[config.mk]
export PLATFORM = sky130hd
export DESIGN_NAME = gt_fetch_agen
export DESIGN_NICKNAME = d
export VERILOG_FILES = /design/src/rtl/gt_pkg.sv /design/src/rtl/gt_req_check.sv /design/src/rtl/gt_quad_map.sv /design/src/rtl/gt_fetch_agen.sv
export SDC_FILE = /design/constraint.sdc
export NUM_CORES = 1
export LEC_CHECK = 0
export BUFFER_PORTS_ARGS = -buffer_cell sky130_fd_sc_hd__buf_2
export CELL_PAD_IN_SITES_DETAIL_PLACEMENT = 1
export CELL_PAD_IN_SITES_GLOBAL_PLACEMENT = 1
export CORE_MARGIN = 2
export CORE_UTILIZATION = 38
export DETAILED_ROUTE_END_ITERATION = 6
export PLACE_DENSITY_LB_ADDON = 0.1
export SLEW_MARGIN = 10
export SYNTH_ARGS = -nofsm -noshare
export SYNTH_HDL_FRONTEND = slang
export SYNTH_SLANG_ARGS = --single-unit
[constraint.sdc]
create_clock -name clk -period 3.7 [get_ports clk]
set_input_delay 0.185 -clock clk [delete_from_list [all_inputs] [get_ports clk]]
set_output_delay 0.185 -clock clk [all_outputs]
set_load 0.02 [all_outputs]
[src/rtl/gt_pkg.sv]
package gt_pkg;
    localparam int LOC_W    = 3;
    localparam int PTR_W    = 28;
    localparam int SZ_W     = 5;
    localparam int NQ       = 4;
    localparam int META_W   = PTR_W + NQ * SZ_W;
    localparam int BURST_LG = 4;
    localparam int PRE_W    = SZ_W + 2;

    typedef struct packed {
        logic [PTR_W-1:0]         ptr;
        logic [NQ-1:0][SZ_W-1:0]  sz;
    } blk_meta_t;

    typedef struct packed {
        logic [PTR_W-1:0] addr;
        logic [SZ_W-1:0]  len;
    } rd_cmd_t;

    typedef enum logic [2:0] {
        ST_IDLE,
        ST_META,
        ST_LOAD,
        ST_SCAN,
        ST_FLUSH
    } seq_st_e;

    function automatic logic start_on_edge(logic [LOC_W-1:0] lo, logic [LOC_W-1:0] split);
        return (lo == '0) || (lo == split);
    endfunction

    function automatic logic end_on_edge(logic [LOC_W-1:0] lo, logic [LOC_W-1:0] split);
        logic [LOC_W-1:0] nxt;
        nxt = lo + 1'b1;
        return (nxt == '0) || (nxt == split);
    endfunction
endpackage

[src/rtl/gt_req_check.sv]
module gt_req_check
    import gt_pkg::*;
#(
    parameter int XW     = 5,
    parameter int YW     = 5,
    parameter int GW     = 2,
    parameter int GROUPS = 3
) (
    input  logic [XW-1:0]    x0,
    input  logic [YW-1:0]    y0,
    input  logic [XW-1:0]    x1,
    input  logic [YW-1:0]    y1,
    input  logic [GW-1:0]    grp,
    input  logic [LOC_W-1:0] split_x,
    input  logic [LOC_W-1:0] split_y,
    output logic             legal
);
    logic edges_ok, order_ok, grp_ok;

    always_comb begin
        edges_ok = start_on_edge(x0[LOC_W-1:0], split_x) && end_on_edge(x1[LOC_W-1:0], split_x)
                && start_on_edge(y0[LOC_W-1:0], split_y) && end_on_edge(y1[LOC_W-1:0], split_y);
        order_ok = (x0 <= x1) && (y0 <= y1);
        grp_ok   = (32'(grp) < 32'(GROUPS));
        legal    = edges_ok && order_ok && grp_ok;
    end
endmodule

[src/rtl/gt_quad_map.sv]
module gt_quad_map
    import gt_pkg::*;
#(
    parameter int XW = 5,
    parameter int YW = 5
) (
    input  logic [XW-LOC_W-1:0] bx,
    input  logic [YW-LOC_W-1:0] by,
    input  logic [XW-1:0]       wx0,
    input  logic [XW-1:0]       wx1,
    input  logic [YW-1:0]       wy0,
    input  logic [YW-1:0]       wy1,
    input  logic [LOC_W-1:0]    split_x,
    input  logic [LOC_W-1:0]    split_y,
    input  blk_meta_t           meta,
    output logic [NQ-1:0]       want,
    output rd_cmd_t [NQ-1:0]    cmd
);
    logic [LOC_W-1:0]          col_lo, col_hi, row_lo, row_hi;
    logic [1:0]                hx, hy;
    logic [NQ-1:0][PRE_W-1:0]  pre;
    logic [PRE_W-1:0]          run;

    always_comb begin
        // local extent of the window inside this block
        col_lo = (wx0[XW-1:LOC_W] == bx) ? wx0[LOC_W-1:0] : '0;
        col_hi = (wx1[XW-1:LOC_W] == bx) ? wx1[LOC_W-1:0] : '1;
        row_lo = (wy0[YW-1:LOC_W] == by) ? wy0[LOC_W-1:0] : '0;
        row_hi = (wy1[YW-1:LOC_W] == by) ? wy1[LOC_W-1:0] : '1;
        hx[0]  = col_lo < split_x;
        hx[1]  = col_hi >= split_x;
        hy[0]  = row_lo < split_y;
        hy[1]  = row_hi >= split_y;
        run    = '0;
        for (int q = 0; q < NQ; q++) begin
            pre[q] = run;
            run    = run + PRE_W'(meta.sz[q]);
        end
    end

    for (genvar q = 0; q < NQ; q++) begin : g_quad
        localparam int CH = q % 2;
        localparam int RH = q / 2;
        assign want[q]     = hx[CH] && hy[RH] && (meta.sz[q] != '0);
        assign cmd[q].addr = meta.ptr + (PTR_W'(pre[q]) << BURST_LG);
        assign cmd[q].len  = meta.sz[q];
    end
endmodule

[src/rtl/gt_fetch_agen.sv]
module gt_fetch_agen
    import gt_pkg::*;
#(
    parameter int MAP_BW = 4,
    parameter int MAP_BH = 4,
    parameter int GROUPS = 3,
    localparam int XW    = $clog2(MAP_BW * 8),
    localparam int YW    = $clog2(MAP_BH * 8),
    localparam int GW    = (GROUPS > 1) ? $clog2(GROUPS) : 1,
    localparam int MAW   = $clog2(GROUPS * MAP_BH * MAP_BW)
) (
    input  logic              clk,
    input  logic              rst,
    input  logic [2:0]        split_x,
    input  logic [2:0]        split_y,
    input  logic              req_valid,
    output logic              req_ready,
    input  logic [XW-1:0]     req_x0,
    input  logic [YW-1:0]     req_y0,
    input  logic [XW-1:0]     req_x1,
    input  logic [YW-1:0]     req_y1,
    input  logic [GW-1:0]     req_grp,
    output logic              req_err,
    output logic              meta_rd_en,
    output logic [MAW-1:0]    meta_rd_addr,
    input  logic [47:0]       meta_rd_data,
    output logic              cmd_valid,
    input  logic              cmd_ready,
    output logic [27:0]       cmd_addr,
    output logic [4:0]        cmd_len,
    output logic              win_done
);
    localparam int BXW = XW - LOC_W;
    localparam int BYW = YW - LOC_W;

    seq_st_e             st;
    logic [XW-1:0]       wx0, wx1;
    logic [YW-1:0]       wy0, wy1;
    logic [GW-1:0]       wgrp;
    logic [BXW-1:0]      bx;
    logic [BYW-1:0]      by;
    logic [1:0]          q;
    blk_meta_t           meta_q;
    rd_cmd_t             pend;
    logic                pend_v;
    logic                err_q;
    logic                legal;
    logic [NQ-1:0]       want;
    rd_cmd_t [NQ-1:0]    qcmd;
    logic                cand, step, last_blk;

    gt_req_check #(.XW(XW), .YW(YW), .GW(GW), .GROUPS(GROUPS)) u_check (
        .x0(req_x0), .y0(req_y0), .x1(req_x1), .y1(req_y1), .grp(req_grp),
        .split_x(split_x), .split_y(split_y), .legal(legal)
    );

    gt_quad_map #(.XW(XW), .YW(YW)) u_quad (
        .bx(bx), .by(by), .wx0(wx0), .wx1(wx1), .wy0(wy0), .wy1(wy1),
        .split_x(split_x), .split_y(split_y), .meta(meta_q),
        .want(want), .cmd(qcmd)
    );

    always_comb begin
        cand     = want[q];
        // a pending command leaves only once a successor exists or the window ends
        step     = (st == ST_SCAN) && (!(cand && pend_v) || cmd_ready);
        last_blk = (bx == wx1[XW-1:LOC_W]) && (by == wy1[YW-1:LOC_W]);
    end

    always_ff @(posedge clk) begin
        if (rst) begin
            st     <= ST_IDLE;
            pend_v <= 1'b0;
            err_q  <= 1'b0;
            pend   <= '0;
            meta_q <= '0;
            q      <= '0;
            bx     <= '0;
            by     <= '0;
            wx0    <= '0;
            wx1    <= '0;
            wy0    <= '0;
            wy1    <= '0;
            wgrp   <= '0;
        end else begin
            err_q <= 1'b0;
            unique case (st)
                ST_IDLE: begin
                    if (req_valid) begin
                        if (legal) begin
                            wx0  <= req_x0;
                            wx1  <= req_x1;
                            wy0  <= req_y0;
                            wy1  <= req_y1;
                            wgrp <= req_grp;
                            bx   <= req_x0[XW-1:LOC_W];
                            by   <= req_y0[YW-1:LOC_W];
                            st   <= ST_META;
                        end else begin
                            err_q <= 1'b1;
                        end
                    end
                end
                ST_META: st <= ST_LOAD;
                ST_LOAD: begin
                    meta_q <= blk_meta_t'(meta_rd_data);
                    q      <= '0;
                    st     <= ST_SCAN;
                end
                ST_SCAN: begin
                    if (step) begin
                        if (cand) begin
                            pend   <= qcmd[q];
                            pend_v <= 1'b1;
                        end
                        q <= q + 1'b1;
                        if (q == 2'd3) begin
                            if (last_blk) begin
                                st <= ST_FLUSH;
                            end else begin
                                if (bx == wx1[XW-1:LOC_W]) begin
                                    bx <= wx0[XW-1:LOC_W];
                                    by <= by + 1'b1;
                                end else begin
                                    bx <= bx + 1'b1;
                                end
                                st <= ST_META;
                            end
                        end
                    end
                end
                ST_FLUSH: begin
                    if (!pend_v || cmd_ready) begin
                        pend_v <= 1'b0;
                        st     <= ST_IDLE;
                    end
                end
                default: st <= ST_IDLE;
            endcase
        end
    end

    assign req_ready    = (st == ST_IDLE);
    assign req_err      = err_q;
    assign meta_rd_en   = (st == ST_META);
    assign meta_rd_addr = MAW'((32'(wgrp) * 32'(MAP_BH) + 32'(by)) * 32'(MAP_BW) + 32'(bx));
    assign cmd_valid    = pend_v && (((st == ST_SCAN) && cand) || (st == ST_FLUSH));
    assign cmd_addr     = pend.addr;
    assign cmd_len      = pend.len;
    assign win_done     = (st == ST_FLUSH);
endmodule

==> metrics.txt <==
CP endpoint kind=register; first-pass GRT wire length=36,300 um; Min-Delay Path Class=input pin to register; Rel. slew slack=26.02%; TritonCTS clock tree=done; P&R area growth vs syn=32.73%; Cell Area, Synth=6897 um^2; die height=138.7 um; share of synthesized flip-flops with an asynchronous set or reset=0%; number of enable flip-flop cells after synthesis=0; clock insertion delay at the later pin of the skew report=430 ps; cell with the most instances after synthesis=nand2_1; Max Freq=262.0 MHz; largest cells by area after synthesis=dfxtp_1, ha_1, nand2_1, a21oi_1, nor2_1; post-placement cell area=7951 um^2; CTS buffer count=17; Startpoint Class=register; total track usage=23.54%; Die Wd=138.7 um; endpoints failing setup=12; Synth cell types=62; design area=9154 um^2; Leakage Power=0.003974 uW; CTS clk-pin slew, worst paths=60 ps; Initial Utilization=38.52%; DRC violations left=0; Tmin final=3817 ps; # fillers=2,173; max-cap violations=0; largest family of logic cells by synthesized area=simple AND/OR/NAND/NOR gates; drt total wl=22,200 um; Max VDD drop=0.0003122 V; slowest stage delay, CP=580 ps; cell taking the most area after synthesis=dfxtp_1; YS warnings=0; Final Power=3096 uW; Post-synth top cells=nand2_1, dfxtp_1, a21oi_1; H-tree Lvls=4; number of clock sinks=114; core area=17,900 um^2; Post-Syn Instances=841; final count of pins violating max slew=0; Seq/Total Area, Yosys=33.09%; Final Wtd Congestion=0.8517; largest net degree at the start of global routing=82; final hold vios=0; Sequential Power Share=39.7%; post-synth top area share=33.09%; root buf cell=clkbuf_16; initial antenna violation count=1; slowest cell on the critical path=fa_2; post-synthesis compound-gate area fraction=16.91%; part of the power in combinational logic=6.0%; measured slew at the worst slew-check pin=1110 ps; first drt pass iteration count=4; DRT antenna net count=0; critical path arrival=4090 ps; fin worst setup slack=-117.5 ps; violated checks=negative setup slack; ys flop type=dfxtp_1; adder-cell share of the synthesized area=11.25%; Clock Power Share=54.4%; grt total ovfl=0; layout cells sized above 1=24.59%; CP Class=register to register; RSZ-0062 raised after global routing=yes; violation count after the first detailed-route iteration=236; Tcrit/Tclk final=103.2%; Sw Ratio=23.97%; Final #Nets=1,167; Power Density=338.2 nW/um^2; Post-Synth XOR/XNOR Area=6.731%; I/O Pins=124; vias=6,706; FP Rows=49; Post-Synth Simple-Gate Area=20.36%; Worst Path Max Fanout=5; vias in the first global route=7,247; Syn Area/Cell=8.200 um^2; Worst EP required=3970 ps; critical path buffer and inverter count=1; hpwl dp=16,110 um; P_int=2354 uW; clock skew=12.61 ps; crit-path cells=ha_4 -> fa_2 -> ha_1 -> a21o_1 -> a21oi_2 -> o21bai_1 -> a21oi_2 -> xor2_1 -> ha_1 -> o21a_1 -> o22ai_1 -> nor2_1 -> a32oi_2 -> buf_6 -> nand4b_1 -> xor2_1 -> a211oi_1; DR WL/cell=17.46 um; CP top delay family=adder cells; Buffers on Ports=123; Longest Clk Path Bufs=2; switching power=742.3 uW; status=finished, violations left; mux contribution to synthesized area=6.604%; Synth Net Count=980; vias per cell=5.276; Seq cells post-synth=114; Die Area=19,240 um^2
[registers in the layout, indices dropped and copies added, names as in the netlist]
name	count
st	3
q	2
cmd_addr	28
meta_q	48
wy0	5
wgrp	2
wy1	5
bx	2
wx0	5
cmd_len	5
by	2
wx1	5
pend_v	1
req_err	1
[stage by stage]
step                      worst slack, ps  hold WS, ps  setup TNS, ps  utilization, %  instances
after floorplan                     11.86        310.9              0               -        841
after global placement             -121.3        425.4         -839.5           44.42       1192
after CTS                          -81.20       0.4086         -545.6           50.58       1266
final                              -117.5        14.75         -770.0           51.13       1271
after detailed placement           -258.4        434.1          -3126           44.42       1192
after global routing               -301.8        14.61          -3705           51.13       1271
[what timing repair did]
action | in CTS | in global routing
gates cloned | 1 | 0
setup buffers | 5 | 3
setup endpoints to repair | 17 | 17
hold buffers | 36 | 0
resized for setup | 27 | 9
endpoints found under the hold margin | 36 | 0
pin swaps | 40 | 8
[tightest hold or removal path, delay by kind of cell]
| kind | cells | cell delay, ps |
|---|---|---|
| and+or+nand+nor | 1 | 50 |
| AOI/OAI and AO/OA | 1 | 60 |
| buffers and inverters | 1 | 90 |
[cells in the final DEF (no fill, tap or decap), types with 10 or more instances in the layout]
cell type and instances:
mux4_2 10, nand3_1 12, o21ai_0 18, nor2_1 76, dlygate4sd3_1 36, ha_1 50, buf_2 122, clkbuf_16 17
dfxtp_1 111, nand2_1 152, inv_1 35, a21o_1 11, xor2_1 30, mux2i_1 23, a211oi_1 19, a21oi_1 86
buf_4 51, xnor2_1 21
[final timing paths]
check,start,endpoint,slack [ps],depth (start not counted)
max,meta_q[5],cmd_addr[23],-120,17
min,meta_rd_data[13],meta_q[13],10,3
max reg2reg,meta_q[5],cmd_addr[23],-120,17
min reg2reg,meta_q[22],cmd_addr[2],460,2
[area by class of cell]
| cell class | count | area (um^2) | area share (%) |
|---|---|---|---|
| Inverter | 37 | 138.9 | 1.517 |
| Multi-Input combinational cell | 645 | 4412 | 48.20 |
| Clock buffer | 19 | 452.9 | 4.948 |
| Timing Repair Buffer | 213 | 1424 | 15.55 |
| Clock inverter | 13 | 148.9 | 1.627 |
| Sequential cell | 114 | 2288 | 25.00 |
| Antenna cell | 1 | 2.502 | 0.02734 |
| Tap cell | 229 | 286.5 | 3.130 |
[power groups by stage]
stage / clock (uW) / combinational (uW) / sequential [uW]
after floorplan: 0 / 73.1 / 1260
after global placement: 0 / 147 / 1260
after detailed placement: 0 / 156 / 1260
after CTS: 1710 / 186 / 1230
after global routing: 1780 / 205 / 1230
final: 1680 / 184 / 1230
[cells by family after synthesis]
| group | count (synthesis) |
|---|---|
| fa+ha+maj | 59 |
| compound gates | 186 |
| mux | 33 |
| simple gates | 314 |
| xor+xnor | 53 |
| flops | 114 |
| buf+inv | 82 |
[routing by layer]
metal	global-route usage (%)	up-vias	wire length, um	part of all wire (%)
met4	8.293	0	446	2.0
li1	-	3293	-	-
met1	26.98	3267	9425	42
met2	43.12	117	11520	52
met3	5.249	29	800	3.6
met5	0	-	0	0
No activity file was read; power rests on OpenSTA's default activity.
